--- src/rtl/dmarb_pkg.sv ---
package dmarb_pkg;
  typedef enum logic {
    PH_ISSUE  = 1'b0,
    PH_SECOND = 1'b1
  } phase_e;
endpackage

--- src/rtl/dmarb_bank_map.sv ---
module dmarb_bank_map #(
  parameter int ADDR_W = 8,
  parameter int BSEL_W = 2,
  parameter int IDX_W  = ADDR_W - BSEL_W
) (
  input  logic [ADDR_W-1:0] addr,
  output logic [BSEL_W-1:0] bank,
  output logic [IDX_W-1:0]  idx
);
  // Interleaving: low word-address bits pick the bank.
  assign bank = addr[BSEL_W-1:0];
  assign idx  = addr[ADDR_W-1:BSEL_W];
endmodule

--- src/rtl/dmarb_seq.sv ---
module dmarb_seq
  import dmarb_pkg::*;
#(
  parameter int BSEL_W = 2,
  parameter int IDX_W  = 6,
  parameter int DATA_W = 16
) (
  input  logic              clk,
  input  logic              rst_n,
  input  logic              a_valid,
  input  logic              a_we,
  input  logic [BSEL_W-1:0] a_bank,
  input  logic [IDX_W-1:0]  a_idx,
  input  logic [DATA_W-1:0] a_wdata,
  input  logic              b_valid,
  input  logic              b_we,
  input  logic [BSEL_W-1:0] b_bank,
  input  logic [IDX_W-1:0]  b_idx,
  input  logic [DATA_W-1:0] b_wdata,
  output logic              stall,
  output phase_e            phase,
  output logic              slot0_v,
  output logic              slot0_we,
  output logic [BSEL_W-1:0] slot0_bank,
  output logic [IDX_W-1:0]  slot0_idx,
  output logic [DATA_W-1:0] slot0_wdata,
  output logic              slot1_v,
  output logic              slot1_we,
  output logic [BSEL_W-1:0] slot1_bank,
  output logic [IDX_W-1:0]  slot1_idx,
  output logic [DATA_W-1:0] slot1_wdata
);
  phase_e            phase_q, phase_d;
  logic              conflict;
  logic              hold_en;
  logic              hold_we_q;
  logic [BSEL_W-1:0] hold_bank_q;
  logic [IDX_W-1:0]  hold_idx_q;
  logic [DATA_W-1:0] hold_wdata_q;

  // Next-state logic
  always_comb begin
    conflict = (phase_q == PH_ISSUE) && a_valid && b_valid && (a_bank == b_bank);
    phase_d  = conflict ? PH_SECOND : PH_ISSUE;
    hold_en  = conflict;
  end

  // Slot selection: slot0 carries A, slot1 carries B (live or held)
  always_comb begin
    slot0_v     = (phase_q == PH_ISSUE) && a_valid;
    slot0_we    = a_we;
    slot0_bank  = a_bank;
    slot0_idx   = a_idx;
    slot0_wdata = a_wdata;
    if (phase_q == PH_SECOND) begin
      slot1_v     = 1'b1;
      slot1_we    = hold_we_q;
      slot1_bank  = hold_bank_q;
      slot1_idx   = hold_idx_q;
      slot1_wdata = hold_wdata_q;
    end else begin
      slot1_v     = b_valid && !conflict;
      slot1_we    = b_we;
      slot1_bank  = b_bank;
      slot1_idx   = b_idx;
      slot1_wdata = b_wdata;
    end
  end

  // Registers
  always_ff @(posedge clk or negedge rst_n) begin
    if (!rst_n) phase_q <= PH_ISSUE;
    else        phase_q <= phase_d;
  end

  always_ff @(posedge clk) begin
    if (hold_en) begin
      hold_we_q    <= b_we;
      hold_bank_q  <= b_bank;
      hold_idx_q   <= b_idx;
      hold_wdata_q <= b_wdata;
    end
  end

  assign stall = conflict;
  assign phase = phase_q;

  p_stall_one_cycle_r3: assert property (@(posedge clk) disable iff (!rst_n)
    stall |=> !stall);
  p_b_served_second_r3: assert property (@(posedge clk) disable iff (!rst_n)
    stall |=> (slot1_v && !slot0_v));
  p_single_no_stall_r9: assert property (@(posedge clk) disable iff (!rst_n)
    ((phase_q == PH_ISSUE) && (a_valid != b_valid)) |-> !stall);
endmodule

--- src/rtl/dmarb_bank_drive.sv ---
module dmarb_bank_drive #(
  parameter int NUM_BANKS = 4,
  parameter int BSEL_W    = 2,
  parameter int IDX_W     = 6,
  parameter int DATA_W    = 16
) (
  input  logic                        clk,
  input  logic                        rst_n,
  input  logic                        slot0_v,
  input  logic                        slot0_we,
  input  logic [BSEL_W-1:0]           slot0_bank,
  input  logic [IDX_W-1:0]            slot0_idx,
  input  logic [DATA_W-1:0]           slot0_wdata,
  input  logic                        slot1_v,
  input  logic                        slot1_we,
  input  logic [BSEL_W-1:0]           slot1_bank,
  input  logic [IDX_W-1:0]            slot1_idx,
  input  logic [DATA_W-1:0]           slot1_wdata,
  output logic [NUM_BANKS-1:0]        bank_en,
  output logic [NUM_BANKS-1:0]        bank_we,
  output logic [NUM_BANKS*IDX_W-1:0]  bank_idx,
  output logic [NUM_BANKS*DATA_W-1:0] bank_wdata
);
  for (genvar g = 0; g < NUM_BANKS; g++) begin : g_bank
    logic sel0, sel1;
    always_comb begin
      sel0 = slot0_v && (slot0_bank == BSEL_W'(g));
      sel1 = slot1_v && (slot1_bank == BSEL_W'(g));
      bank_en[g] = sel0 || sel1;
      if (sel0) begin
        bank_we[g]                       = slot0_we;
        bank_idx[g*IDX_W +: IDX_W]       = slot0_idx;
        bank_wdata[g*DATA_W +: DATA_W]   = slot0_wdata;
      end else begin
        bank_we[g]                       = sel1 && slot1_we;
        bank_idx[g*IDX_W +: IDX_W]       = slot1_idx;
        bank_wdata[g*DATA_W +: DATA_W]   = slot1_wdata;
      end
    end
  end

  p_no_bank_clash_r2: assert property (@(posedge clk) disable iff (!rst_n)
    (slot0_v && slot1_v) |-> (slot0_bank != slot1_bank));
  p_en_count_r1: assert property (@(posedge clk) disable iff (!rst_n)
    $countones(bank_en) == (32'(slot0_v) + 32'(slot1_v)));
endmodule

--- src/rtl/dmarb_rd_return.sv ---
module dmarb_rd_return
  import dmarb_pkg::*;
#(
  parameter int NUM_BANKS = 4,
  parameter int BSEL_W    = 2,
  parameter int DATA_W    = 16
) (
  input  logic                        clk,
  input  logic                        rst_n,
  input  phase_e                      phase,
  input  logic                        conflict,
  input  logic                        slot0_v,
  input  logic                        slot0_we,
  input  logic [BSEL_W-1:0]           slot0_bank,
  input  logic                        slot1_v,
  input  logic                        slot1_we,
  input  logic [BSEL_W-1:0]           slot1_bank,
  input  logic [NUM_BANKS*DATA_W-1:0] bank_rdata,
  output logic                        a_rvalid,
  output logic [DATA_W-1:0]           a_rdata,
  output logic                        b_rvalid,
  output logic [DATA_W-1:0]           b_rdata
);
  logic              s1_a_rd_q, s1_a_rd_d;
  logic [BSEL_W-1:0] s1_a_bank_q, s1_a_bank_d;
  logic              s1_b_rd_q, s1_b_rd_d;
  logic [BSEL_W-1:0] s1_b_bank_q, s1_b_bank_d;
  logic              s1_hold_q, s1_hold_d;
  logic              s1_from2_q, s1_from2_d;
  logic              keep_en;
  logic              keep_rd_q;
  logic [DATA_W-1:0] keep_data_q;
  logic [DATA_W-1:0] a_word, b_word;

  assign a_word = bank_rdata[s1_a_bank_q*DATA_W +: DATA_W];
  assign b_word = bank_rdata[s1_b_bank_q*DATA_W +: DATA_W];

  // Next-state logic
  always_comb begin
    s1_a_rd_d   = slot0_v && !slot0_we;
    s1_a_bank_d = slot0_bank;
    s1_b_rd_d   = slot1_v && !slot1_we;
    s1_b_bank_d = slot1_bank;
    s1_hold_d   = conflict;
    s1_from2_d  = (phase == PH_SECOND);
    keep_en     = (phase == PH_SECOND);
  end

  // Registers
  always_ff @(posedge clk or negedge rst_n) begin
    if (!rst_n) begin
      s1_a_rd_q   <= 1'b0;
      s1_a_bank_q <= '0;
      s1_b_rd_q   <= 1'b0;
      s1_b_bank_q <= '0;
      s1_hold_q   <= 1'b0;
      s1_from2_q  <= 1'b0;
      keep_rd_q   <= 1'b0;
    end else begin
      s1_a_rd_q   <= s1_a_rd_d;
      s1_a_bank_q <= s1_a_bank_d;
      s1_b_rd_q   <= s1_b_rd_d;
      s1_b_bank_q <= s1_b_bank_d;
      s1_hold_q   <= s1_hold_d;
      s1_from2_q  <= s1_from2_d;
      if (keep_en) keep_rd_q <= s1_a_rd_q;
    end
  end

  // Port A's word arrives a cycle early on a conflict: park it.
  always_ff @(posedge clk) begin
    if (keep_en) keep_data_q <= a_word;
  end

  // Output stage
  always_comb begin
    a_rvalid = !s1_hold_q && (s1_from2_q ? keep_rd_q : s1_a_rd_q);
    b_rvalid = !s1_hold_q && s1_b_rd_q;
    a_rdata  = '0;
    b_rdata  = '0;
    if (a_rvalid) a_rdata = s1_from2_q ? keep_data_q : a_word;
    if (b_rvalid) b_rdata = b_word;
  end

  p_b_rvalid_from_read_r7: assert property (@(posedge clk) disable iff (!rst_n)
    b_rvalid |-> $past(slot1_v && !slot1_we));
endmodule

--- src/rtl/dmem_pair_arb.sv ---
module dmem_pair_arb
  import dmarb_pkg::*;
#(
  parameter int ADDR_W    = 8,
  parameter int DATA_W    = 16,
  parameter int NUM_BANKS = 4,
  parameter int BSEL_W    = $clog2(NUM_BANKS),
  parameter int IDX_W     = ADDR_W - BSEL_W
) (
  input  logic                        clk,
  input  logic                        rst_n,
  input  logic                        a_valid,
  input  logic                        a_we,
  input  logic [ADDR_W-1:0]           a_addr,
  input  logic [DATA_W-1:0]           a_wdata,
  input  logic                        b_valid,
  input  logic                        b_we,
  input  logic [ADDR_W-1:0]           b_addr,
  input  logic [DATA_W-1:0]           b_wdata,
  output logic                        stall,
  output logic                        a_rvalid,
  output logic [DATA_W-1:0]           a_rdata,
  output logic                        b_rvalid,
  output logic [DATA_W-1:0]           b_rdata,
  output logic [NUM_BANKS-1:0]        bank_en,
  output logic [NUM_BANKS-1:0]        bank_we,
  output logic [NUM_BANKS*IDX_W-1:0]  bank_idx,
  output logic [NUM_BANKS*DATA_W-1:0] bank_wdata,
  input  logic [NUM_BANKS*DATA_W-1:0] bank_rdata
);
  // Reset: asserted asynchronously, released on a clock edge.
  logic rst_meta_q, rst_sync_q;
  always_ff @(posedge clk or negedge rst_n) begin
    if (!rst_n) begin
      rst_meta_q <= 1'b0;
      rst_sync_q <= 1'b0;
    end else begin
      rst_meta_q <= 1'b1;
      rst_sync_q <= rst_meta_q;
    end
  end

  logic [BSEL_W-1:0] a_bank, b_bank;
  logic [IDX_W-1:0]  a_idx, b_idx;
  phase_e            phase;
  logic              s0_v, s0_we, s1_v, s1_we;
  logic [BSEL_W-1:0] s0_bank, s1_bank;
  logic [IDX_W-1:0]  s0_idx, s1_idx;
  logic [DATA_W-1:0] s0_wdata, s1_wdata;

  dmarb_bank_map #(.ADDR_W(ADDR_W), .BSEL_W(BSEL_W), .IDX_W(IDX_W)) u_map_a (
    .addr(a_addr), .bank(a_bank), .idx(a_idx));
  dmarb_bank_map #(.ADDR_W(ADDR_W), .BSEL_W(BSEL_W), .IDX_W(IDX_W)) u_map_b (
    .addr(b_addr), .bank(b_bank), .idx(b_idx));

  dmarb_seq #(.BSEL_W(BSEL_W), .IDX_W(IDX_W), .DATA_W(DATA_W)) u_seq (
    .clk(clk), .rst_n(rst_sync_q),
    .a_valid(a_valid), .a_we(a_we), .a_bank(a_bank), .a_idx(a_idx), .a_wdata(a_wdata),
    .b_valid(b_valid), .b_we(b_we), .b_bank(b_bank), .b_idx(b_idx), .b_wdata(b_wdata),
    .stall(stall), .phase(phase),
    .slot0_v(s0_v), .slot0_we(s0_we), .slot0_bank(s0_bank), .slot0_idx(s0_idx),
    .slot0_wdata(s0_wdata),
    .slot1_v(s1_v), .slot1_we(s1_we), .slot1_bank(s1_bank), .slot1_idx(s1_idx),
    .slot1_wdata(s1_wdata));

  dmarb_bank_drive #(.NUM_BANKS(NUM_BANKS), .BSEL_W(BSEL_W), .IDX_W(IDX_W),
                     .DATA_W(DATA_W)) u_drive (
    .clk(clk), .rst_n(rst_sync_q),
    .slot0_v(s0_v), .slot0_we(s0_we), .slot0_bank(s0_bank), .slot0_idx(s0_idx),
    .slot0_wdata(s0_wdata),
    .slot1_v(s1_v), .slot1_we(s1_we), .slot1_bank(s1_bank), .slot1_idx(s1_idx),
    .slot1_wdata(s1_wdata),
    .bank_en(bank_en), .bank_we(bank_we), .bank_idx(bank_idx), .bank_wdata(bank_wdata));

  dmarb_rd_return #(.NUM_BANKS(NUM_BANKS), .BSEL_W(BSEL_W), .DATA_W(DATA_W)) u_ret (
    .clk(clk), .rst_n(rst_sync_q), .phase(phase), .conflict(stall),
    .slot0_v(s0_v), .slot0_we(s0_we), .slot0_bank(s0_bank),
    .slot1_v(s1_v), .slot1_we(s1_we), .slot1_bank(s1_bank),
    .bank_rdata(bank_rdata),
    .a_rvalid(a_rvalid), .a_rdata(a_rdata), .b_rvalid(b_rvalid), .b_rdata(b_rdata));

  p_quiet_after_stall_r6: assert property (@(posedge clk) disable iff (!rst_sync_q)
    stall |=> (!a_rvalid && !b_rvalid));
  p_rvalid_pulse_r7: assert property (@(posedge clk) disable iff (!rst_sync_q)
    (a_rvalid && !a_valid && !b_valid) |=> !a_rvalid);
endmodule

--- config.mk ---
export PLATFORM = sky130hd
export DESIGN_NAME = dmem_pair_arb
export DESIGN_NICKNAME = d
export VERILOG_FILES = /design/src/rtl/dmarb_pkg.sv /design/src/rtl/dmarb_bank_map.sv /design/src/rtl/dmarb_seq.sv /design/src/rtl/dmarb_bank_drive.sv /design/src/rtl/dmarb_rd_return.sv /design/src/rtl/dmem_pair_arb.sv
export SDC_FILE = /design/constraint.sdc
export NUM_CORES = 1
export LEC_CHECK = 0
export BUFFER_PORTS_ARGS = -buffer_cell sky130_fd_sc_hd__buf_2
export CAP_MARGIN = 20
export CORE_MARGIN = 5
export CORE_UTILIZATION = 40
export DETAILED_ROUTE_END_ITERATION = 8
export PLACE_DENSITY = 0.74
export RECOVER_POWER = 100
export SYNTH_ARGS = -nofsm -noshare
export SYNTH_HDL_FRONTEND = slang
export SYNTH_SLANG_ARGS = --single-unit
--- constraint.sdc ---
create_clock -name clk -period 7.1 [get_ports clk]
set_clock_uncertainty 0.15 [all_clocks]
set_input_delay 0.71 -clock clk [delete_from_list [all_inputs] [get_ports clk]]
set_output_delay 0.71 -clock clk [all_outputs]
set_load 0.03 [all_outputs]
==> results of run 1 <==
==> repair_timing <==
| item | 4_1_cts | 5_1_grt |
|---|---|---|
| gates resized for setup | 0 | 0 |
| hold buffers | 0 | 1 |
| setup endpoints to repair | 0 | 0 |
| hold endpoints to repair | 0 | 2 |
==> stage by stage <==
step | std cells | cell area (sq um) | hold slack [ns] | setup WS (ns) | power, mW
2_1_floorplan | 416 | 4242 | -0.04222 | 3.303 | 0.6331
3_3_place_gp | 766 | 5475 | -0.009353 | 3.658 | 0.7550
3_5_place_dp | 766 | 5475 | -0.0003662 | 3.621 | 0.7623
4_1_cts | 774 | 5592 | 0.002862 | 3.265 | 0.9643
5_1_grt | 778 | 5414 | 0.04719 | 1.756 | 0.9925
6_report | 778 | 5414 | -0.001426 | 2.183 | 0.9408
==> sequential cells by signal (all words and copies together) (netlist names), 2 cells and up <==
register / flops
u_ret.keep_data_q: 16
u_seq.hold_bank_q: 2
u_seq.hold_idx_q: 6
u_ret.s1_a_bank_q: 2
u_seq.hold_wdata_q: 16
u_ret.s1_b_bank_q: 2
==> logic make-up (layout without fill, tap and decap cells) <==
logic type,Yosys count,count (layout),share of synthesized area [%]
AND/OR/NAND/NOR,141,141,16.61
flip-flops,52,52,35.52
other,1,2,0.08841
multiplexers,73,73,26.70
buffers and inverters,45,270,5.841
XOR/XNOR,2,2,0.4131
AO/OA/AOI/OAI,102,102,14.84
==> path summary, 6_finish.rpt <==
check | from | slack [ns] | endpoint | depth (start not counted)
max | u_ret.s1_hold_q | 2.18 | bank_idx[5] | 5
min | rst_sync_q | -0.001 | u_ret.s1_b_bank_q[1] | 0
max reg2reg | u_ret.s1_hold_q | 3.84 | u_seq.hold_wdata_q[8] | 5
min reg2reg | rst_sync_q | -0.001 | u_ret.s1_b_bank_q[1] | 0
max in group asynchronous | rst_n | 6.12 | rst_sync_q | 2
min in group clk | rst_meta_q | 0.22 | rst_sync_q | 0
==> cells in the mapped netlist <==
master      n
mux4_2     32
nor2_4     10
inv_1       8
a22o_1      1
nor2_2      7
o21ai_0     3
nor3_1      1
nand2b_1    2
or2_2       2
o311ai_0    2
a21oi_2    22
mux2i_1    40
dfrtp_1    11
buf_6       7
a21oi_1    67
nor2b_1    17
mux2_2      1
a32o_1      2
xor2_1      2
a31o_1      4
o21ai_1     1
conb_1      1
buf_2      12
nand4b_1    1
edfxtp_1   41
nor2_1     97
clkbuf_1    8
or3_1       1
or4b_1      1
buf_1       7
buf_4       3
nand4bb_1   2
==> metal layers <==
layer / global-route usage (%) / vias up / share of wire [%]
met4: 7.853 / 0 / 3.0
met3: 4.652 / 28 / 11
met2: 34.24 / 261 / 48
met1: 24.05 / 1959 / 38
met5: 0 / - / 0
li1: - / 1967 / -
==> layout make-up <==
cell class	count	area share, %
diodes	1	0.04622
inverters	8	0.5547
repair buffers	254	20.34
flip-flops and latches	52	27.85
well taps	136	3.143
clock buffers	7	1.988
clock inverters	1	0.1618
multi-input cells	319	45.92
==> where the power goes <==
part           switching, mW  internal (mW)
clock                 0.0994          0.101
sequential            0.0168          0.342
combinational          0.257          0.124
==> flow_metrics.tcl, run 1 <==
set metrics [dict create \
    drt-initial-drc-count 373 \
    synth_top_area_cell "edfxtp_1" \
    power_density_nw_per_um2 173.8 \
    hpwl_mm 10.60 \
    synth_top_cell_area_share_pct 29.03 \
    multiInputGateArea_sq_um 2486 \
    slew_violations 129 \
    synth_area_leaders "edfxtp_1, mux4_2, mux2i_1" \
    ir_drop_mv 0.08310 \
    hold_viol_final 6 \
    synth.avg_cell_area_sq_um 10.20 \
    layout_commonest_cell "clkbuf_1" \
    seqCellArea_sq_um 1508 \
    dieHeight_um 113.0 \
    num-fill-cells 1001 \
    status "finished with violations" \
    cts-root-buf "clkbuf_8" \
    finalSetupViolations 0 \
    cp_slowest_cell "or4b_1" \
    grt_overflow 0 \
    slowest_delay_ns 2.07 \
    vias 4215 \
    portBuffers 248 \
    rsz0062_at_grt "no" \
    whs_ns -0.001426 \
    min_period_ns 4.917 \
    cts.htree.levels 2 \
    critPathLaunchType "flip-flop" \
    drc 0 \
    min_path_type "reg -> async" \
    crit_arrival_ns 4.06 \
    drive_gt1_share_pct 30.11 \
    track_usage_pct 19.89 \
    maxSlewHeadroom_pct -81.26 \
    die_x_um 113.0 \
    start_util_pct 41.09 \
    cp_max_fo 57 \
    synth_cell_types 32 \
    rows 37 \
    endpoint_kind "primary output" \
    clkSlewWorstSetupHoldPaths_ns 0.09 \
    cp_top_family "simple AND/OR/NAND/NOR gates" \
    cts_setup_buffers 0 \
    tns_ns 0 \
    max_freq_ghz 0.2034 \
    final_antenna_net_count 0 \
    crit_buf_inv 2 \
    yosysWarningCount 0 \
    nets 758 \
    postSynthNetCount 534 \
    die_area_sq_um 12760 \
    final_cell_mix "clkbuf_1, buf_2, nor2_1" \
    cts_num_sinks 52 \
    grt_pass1_vias 4144 \
    drt_wl_total_mm 13.48 \
    drt_first_pass_iters 5 \
    area_delta_synth_final_pct 27.64 \
    grt_pass1_wl_mm 20.78 \
    final.period_utilization_pct 69.26 \
    pin_count 249 \
    numCtsBuffers 5 \
    cap_violations 3 \
    drt-wirelength-per-cell_um 17.33 \
    synthCells 416 \
    grt_max_degree 58 \
    vias_per_cell 5.418 \
    cp_cell_sequence "buf_4 -> or4b_1 -> nor2_1 -> a21oi_2 -> clkbuf_1" \
    core-area_sq_um 10320 \
    syn_area_sq_um 4242 \
    seq_area_frac_synth_pct 35.52 \
    worst-endpoint-required_ns 6.24 \
    clockBufferDepth 2 \
    final_util_pct 52.44 \
    violations "negative hold slack, max-capacitance violations, max-slew violations" \
    antenna_found_initial 1 \
    criticalPathCategory "reg -> out" \
    insertion_delay_ns 0.30 \
    leakage_nw 2.004 \
    cts_tree "yes" \
    worst_pin_slew_ns 2.719 \
    gp_congestion 0.9554 \
    synth-seq-cells 52 \
]
(Power assumes the default switching activity.)
==> run 2: changes to the inputs <==
--- a/config.mk
+++ b/config.mk
@@ -10,7 +10,7 @@
 export CORE_MARGIN = 5
 export CORE_UTILIZATION = 40
 export DETAILED_ROUTE_END_ITERATION = 8
-export PLACE_DENSITY = 0.74
+export PLACE_DENSITY = 0.77
 export RECOVER_POWER = 100
 export SYNTH_ARGS = -nofsm -noshare
 export SYNTH_HDL_FRONTEND = slang
==> constraint.sdc (replaced) <==
create_clock -name clk -period 4.4 [get_ports clk]
set_clock_uncertainty 0.15 [all_clocks]
set_input_delay 0.44 -clock clk [delete_from_list [all_inputs] [get_ports clk]]
set_output_delay 0.44 -clock clk [all_outputs]
set_load 0.03 [all_outputs]
==> run 2 against run 1 <==
The run now ends clean. Non-clock buffer count increased by 4. Global-route usage grew 1.5 points. Routed wire length increased by 8.3%. Flip-flop and latch count did not move. Register-to-register slack worse by 2.5 ns. Sequential power is 61% higher. Critical path depth is 1 lower. Combinational power grew 66%. Worst hold slack improved by 0.013 ns. First-iteration DRC count rose by 18%.
==> flow_metrics.tcl, run 2 (same netlist as run 1, synthesis figures left out) <==
set metrics [dict create \
    layout_commonest_cell "clkbuf_1" \
    start_util_pct 41.09 \
    hpwl_mm 11.57 \
    hold_viol_final 0 \
    num-fill-cells 1015 \
    final_antenna_net_count 0 \
    p_switching_mw 0.6017 \
    worst-endpoint-required_ns 3.81 \
    intPower_mw 0.9017 \
    clkSlewWorstSetupHoldPaths_ns 0.09 \
    maxSlewHeadroom_pct 19.77 \
    fin_area_sq_um 5469 \
    cts-root-buf "clkbuf_8" \
    pwr-share-seq_pct 38.4 \
    critPathLaunchType "flip-flop" \
    drt_wl_total_mm 14.60 \
    drt-initial-drc-count 441 \
    portBuffers 248 \
    criticalPathCategory "reg -> out" \
    antenna_found_initial 1 \
    grt_pass1_wl_mm 22.16 \
    slew_violations 0 \
    cp_cell_sequence "nand4bb_2 -> clkbuf_2 -> o21ai_0 -> clkbuf_1" \
    dp.cells 770 \
    vias 4347 \
    numCtsBuffers 5 \
    leakage_nw 2.036 \
    final_util_pct 52.98 \
    power.total_mw 1.503 \
    use_met2_pct 38.19 \
    rsz0062_at_grt "no" \
    p_comb_share_pct 42.0 \
    gr-max-usage-layer "met2" \
    die_area_sq_um 12760 \
    preCtsSetupSlack_ns 1.572 \
    dieHeight_um 113.0 \
    area_delta_synth_final_pct 28.94 \
    power_switching_share_pct 40.03 \
    pin_count 249 \
    grt_overflow 0 \
    largestRegisters "u_ret.keep_data_q (16), u_seq.hold_wdata_q (16), u_seq.hold_idx_q (6)" \
    core-area_sq_um 10320 \
    vias_per_cell 5.566 \
    cts_hold_buffers 1 \
    endpoint_kind "primary output" \
    drive_gt1_share_pct 31.32 \
    max_freq_ghz 0.2700 \
    tns_ns 0 \
    grt_max_degree 47 \
    p_clk_share_pct 19.5 \
    grt_pass1_vias 4416 \
    finalSetupViolations 0 \
    track_usage_pct 21.43 \
    nets 762 \
    gp_congestion 0.8894 \
    min_period_ns 3.703 \
    cts_setup_buffers 0 \
    diodes 0 \
    die_x_um 113.0 \
    slowest_delay_ns 1.15 \
    rows 37 \
    power_density_nw_per_um2 274.9 \
    cp_max_fo 46 \
    cts.htree.levels 2 \
    grtUsageMet1_pct 25.13 \
    crit_buf_inv 2 \
    postPlaceCellArea_sq_um 5505 \
    cts_num_sinks 52 \
    status "complete, no violations" \
    drt_first_pass_iters 5 \
    ir_drop_mv 0.1439 \
    final.period_utilization_pct 84.16 \
    final_cell_mix "clkbuf_1, buf_2, nor2_1" \
    min_path_type "reg -> async" \
    insertion_delay_ns 0.29 \
    cp_slowest_cell "dfrtp_1" \
    drt-wirelength-per-cell_um 18.70 \
    clockBufferDepth 2 \
    cts_tree "yes" \
    drc 0 \
    worst_pin_slew_ns 1.203 \
    cp_top_family "flip-flops" \
    fin_ws_ns 0.6968 \
    fin_cells 781 \
    met3_usage_pct 5.348 \
    crit_arrival_ns 3.11 \
    cts-resized-gates 0 \
    cap_violations 0 \
    whs_ns 0.01189 \
]
run 2: area by class of cell:
class | count | area, sq um | area share (%)
sequential | 52 | 1506 | 27.55
timing repair buffer | 258 | 1159 | 21.19
multi-input combinational | 319 | 2504 | 45.78
inverter | 8 | 30.03 | 0.5491
tap | 136 | 170.2 | 3.111
clock buffer | 8 | 100.1 | 1.830
run 2: routing by layer:
layer	wire length, um	vias to the layer above	share of wire [%]
met5	13	-	0.089
met4	318	2	2.2
met3	1554	36	11
met2	7188	303	49
met1	5527	2032	38
li1	-	1974	-
run 2: power by group through the flow:
stage	clock [mW]	sequential [mW]	combinational (mW)
floorplan	0	0.570	0.451
global placement	0	0.594	0.635
detailed placement	0	0.596	0.645
CTS	0.307	0.584	0.647
global route	0.326	0.581	0.674
finish	0.294	0.578	0.632
run 2: path summary, 6_finish.rpt:
path	depth (start not counted)	slack (ns)	endpoint	start
max	4	0.70	bank_en[2]	u_ret.s1_hold_q
min	0	0.01	u_ret.s1_a_bank_q[1]	rst_sync_q
max reg2reg	4	1.37	u_seq.hold_wdata_q[15]	u_ret.s1_hold_q
min reg2reg	0	0.01	u_ret.s1_a_bank_q[1]	rst_sync_q
max in group asynchronous	2	3.68	rst_sync_q	rst_n
min in group clk	1	0.18	u_seq.hold_wdata_q[5]	b_wdata[5]
run 2: worst reg2reg max path, delay by kind of cell, from the launching register on:
kind / cells / cell delay (ns)
flops: 1 / 0.84
buf+inv: 1 / 0.64
simple gates: 3 / 1.03
==> run 3: changes to the inputs <==
--- a/config.mk
+++ b/config.mk
@@ -10,7 +10,7 @@
 export CORE_MARGIN = 5
 export CORE_UTILIZATION = 40
 export DETAILED_ROUTE_END_ITERATION = 8
-export PLACE_DENSITY = 0.77
+export PLACE_DENSITY = 0.74
 export RECOVER_POWER = 100
 export SYNTH_ARGS = -nofsm -noshare
 export SYNTH_HDL_FRONTEND = slang
==> constraint.sdc (replaced) <==
create_clock -name clk -period 3.5 [get_ports clk]
set_clock_uncertainty 0.15 [all_clocks]
set_input_delay 0.35 -clock clk [delete_from_list [all_inputs] [get_ports clk]]
set_output_delay 0.35 -clock clk [all_outputs]
set_load 0.03 [all_outputs]
==> run 3 against run 2 <==
Power is 26% higher. Worst setup slack got worse by 0.27 ns. Die area unchanged.
==> flow_metrics.tcl, run 3 (same netlist as run 1, synthesis figures left out) <==
set metrics [dict create \
    status "complete, no violations" \
    insertion_delay_ns 0.30 \
    dieHeight_um 113.0 \
    cts_tree "yes" \
    fin_ws_ns 0.4292 \
    rows 37 \
    largestRegisters "u_ret.keep_data_q (16), u_seq.hold_wdata_q (16), u_seq.hold_idx_q (6)" \
    finalSetupViolations 0 \
    min_path_type "reg -> async" \
    numCtsBuffers 5 \
    portBuffers 248 \
    leakage_nw 2.075 \
    cts.htree.levels 2 \
    cts-root-buf "clkbuf_8" \
    drc 0 \
    r2r_start "u_ret.s1_hold_q" \
    power.total_mw 1.894 \
    nets 765 \
    slew_violations 0 \
    r2r-end "u_seq.hold_wdata_q[7]" \
    hpwl_mm 11.33 \
    endpoint_kind "primary output" \
    tns_ns 0 \
    rsz0062_at_grt "no" \
    crit_buf_inv 2 \
    max_freq_ghz 0.3256 \
    cts_setup_buffers 0 \
    worst_pin_slew_ns 1.001 \
    cp_slowest_cell "nand4bb_2" \
    cp_top_family "simple AND/OR/NAND/NOR gates" \
    drt_first_pass_iters 6 \
    r2r_slack_ns 0.93 \
    pin_count 249 \
    die_area_sq_um 12760 \
    diodes 0 \
    final_util_pct 52.56 \
    grt_overflow 0 \
    core-area_sq_um 10320 \
    worst-endpoint-required_ns 3.00 \
    cts_hold_buffers 1 \
    drt-initial-drc-count 345 \
    grt_pass1_wl_mm 21.74 \
    clkSlewWorstSetupHoldPaths_ns 0.10 \
    cp_max_fo 30 \
    drt_wl_total_mm 14.13 \
    preCtsSetupSlack_ns 0.9166 \
    vias 4221 \
    reg2regPathDepth 4 \
    vias_per_cell 5.384 \
    cap_violations 0 \
    criticalPathCategory "reg -> out" \
    final.period_utilization_pct 87.74 \
    maxSlewHeadroom_pct 33.27 \
    die_x_um 113.0 \
    track_usage_pct 20.97 \
    power_density_nw_per_um2 349.1 \
    critPathLaunchType "flip-flop" \
    cts-resized-gates 0 \
    slowest_delay_ns 0.81 \
    startpoint "u_ret.s1_hold_q" \
    drt-wirelength-per-cell_um 18.03 \
    final_cell_mix "clkbuf_1, buf_2, nor2_1" \
    crit_arrival_ns 2.57 \
    clockBufferDepth 2 \
    drive_gt1_share_pct 31.17 \
    cts_num_sinks 52 \
    layout_commonest_cell "clkbuf_1" \
    crit_top_cell "clkbuf_1" \
    min_period_ns 3.071 \
    start_util_pct 41.09 \
    ir_drop_mv 0.1921 \
    area_delta_synth_final_pct 27.93 \
    hold_viol_final 0 \
    cp.depth 4 \
    antenna_found_initial 0 \
    grt_max_degree 47 \
    grt_pass1_vias 4240 \
    final_antenna_net_count 0 \
    cp_cell_sequence "nand4bb_2 -> clkbuf_1 -> a21oi_1 -> clkbuf_1" \
    crit_end "bank_wdata[21]" \
    gp_congestion 0.8749 \
]
-- run 3: cell count changes in the layout (fill, tap and decap cells not counted), moves of 2 or more --
| cell | delta |
|---|---|
| buf_2 | +15 |
| clkbuf_1 | -15 |
| a21oi_1 | +14 |
| a21oi_2 | -14 |
| buf_4 | +5 |
| nor2_1 | +3 |
| nor2_2 | -3 |
| clkbuf_8 | -2 |
-- run 3: metrics by stage --
| stage | instance area (sq um) | hold slack [ns] | std cells |
|---|---|---|---|
| 2_1_floorplan | 4244 | -0.09559 | 416 |
| 3_3_place_gp | 5543 | -0.01314 | 775 |
| 3_5_place_dp | 5543 | -0.01381 | 775 |
| 4_1_cts | 5658 | 0.02484 | 784 |
| 5_1_grt | 5426 | 0.04175 | 784 |
| 6_report | 5426 | 0.01016 | 784 |
-- run 3: worst min-delay path by stage --
| stage | depth (start not counted) | end | from |
|---|---|---|---|
| 2_1_floorplan | 0 | rst_meta_q | rst_n |
| 3_3_place_gp | 1 | rst_meta_q | rst_n |
| 3_5_place_dp | 1 | rst_meta_q | rst_n |
| 4_1_cts | 0 | u_ret.s1_b_bank_q[0] | rst_sync_q |
| 5_1_grt | 2 | u_ret.s1_a_rd_q | a_we |
| 6_report | 0 | u_ret.s1_a_bank_q[0] | rst_sync_q |
-- run 3: final cells by class --
class / instances / area, sq um
clock buffer: 6 / 93.84
timing repair buffer: 261 / 1171
sequential: 52 / 1506
multi-input combinational: 319 / 2444
clock inverter: 2 / 11.26
tap: 136 / 170.2
inverter: 8 / 30.03
fill: 1038 / 4897
-- run 3: worst register-to-register path: stages (launching register included) --
cell      delay [ns]
dfrtp_1         0.50
nand2b_1        0.24
or3_1           0.50
nor2_1          0.17
clkbuf_1        0.66
-- run 3: metal layers --
layer / global-route usage, % / vias to the layer above / part of all wire, %
li1: - / 1987 / -
met1: 25.42 / 1971 / 39
met2: 36.49 / 238 / 48
met3: 5.455 / 25 / 10
met4: 6.571 / 0 / 2.4
met5: 0 / - / 0
-- run 3: report_power, final --
group / internal [mW] / switching (mW)
Clock: 0.184 / 0.199
Combinational: 0.256 / 0.541
Sequential: 0.694 / 0.0196
Total: 1.13 / 0.760
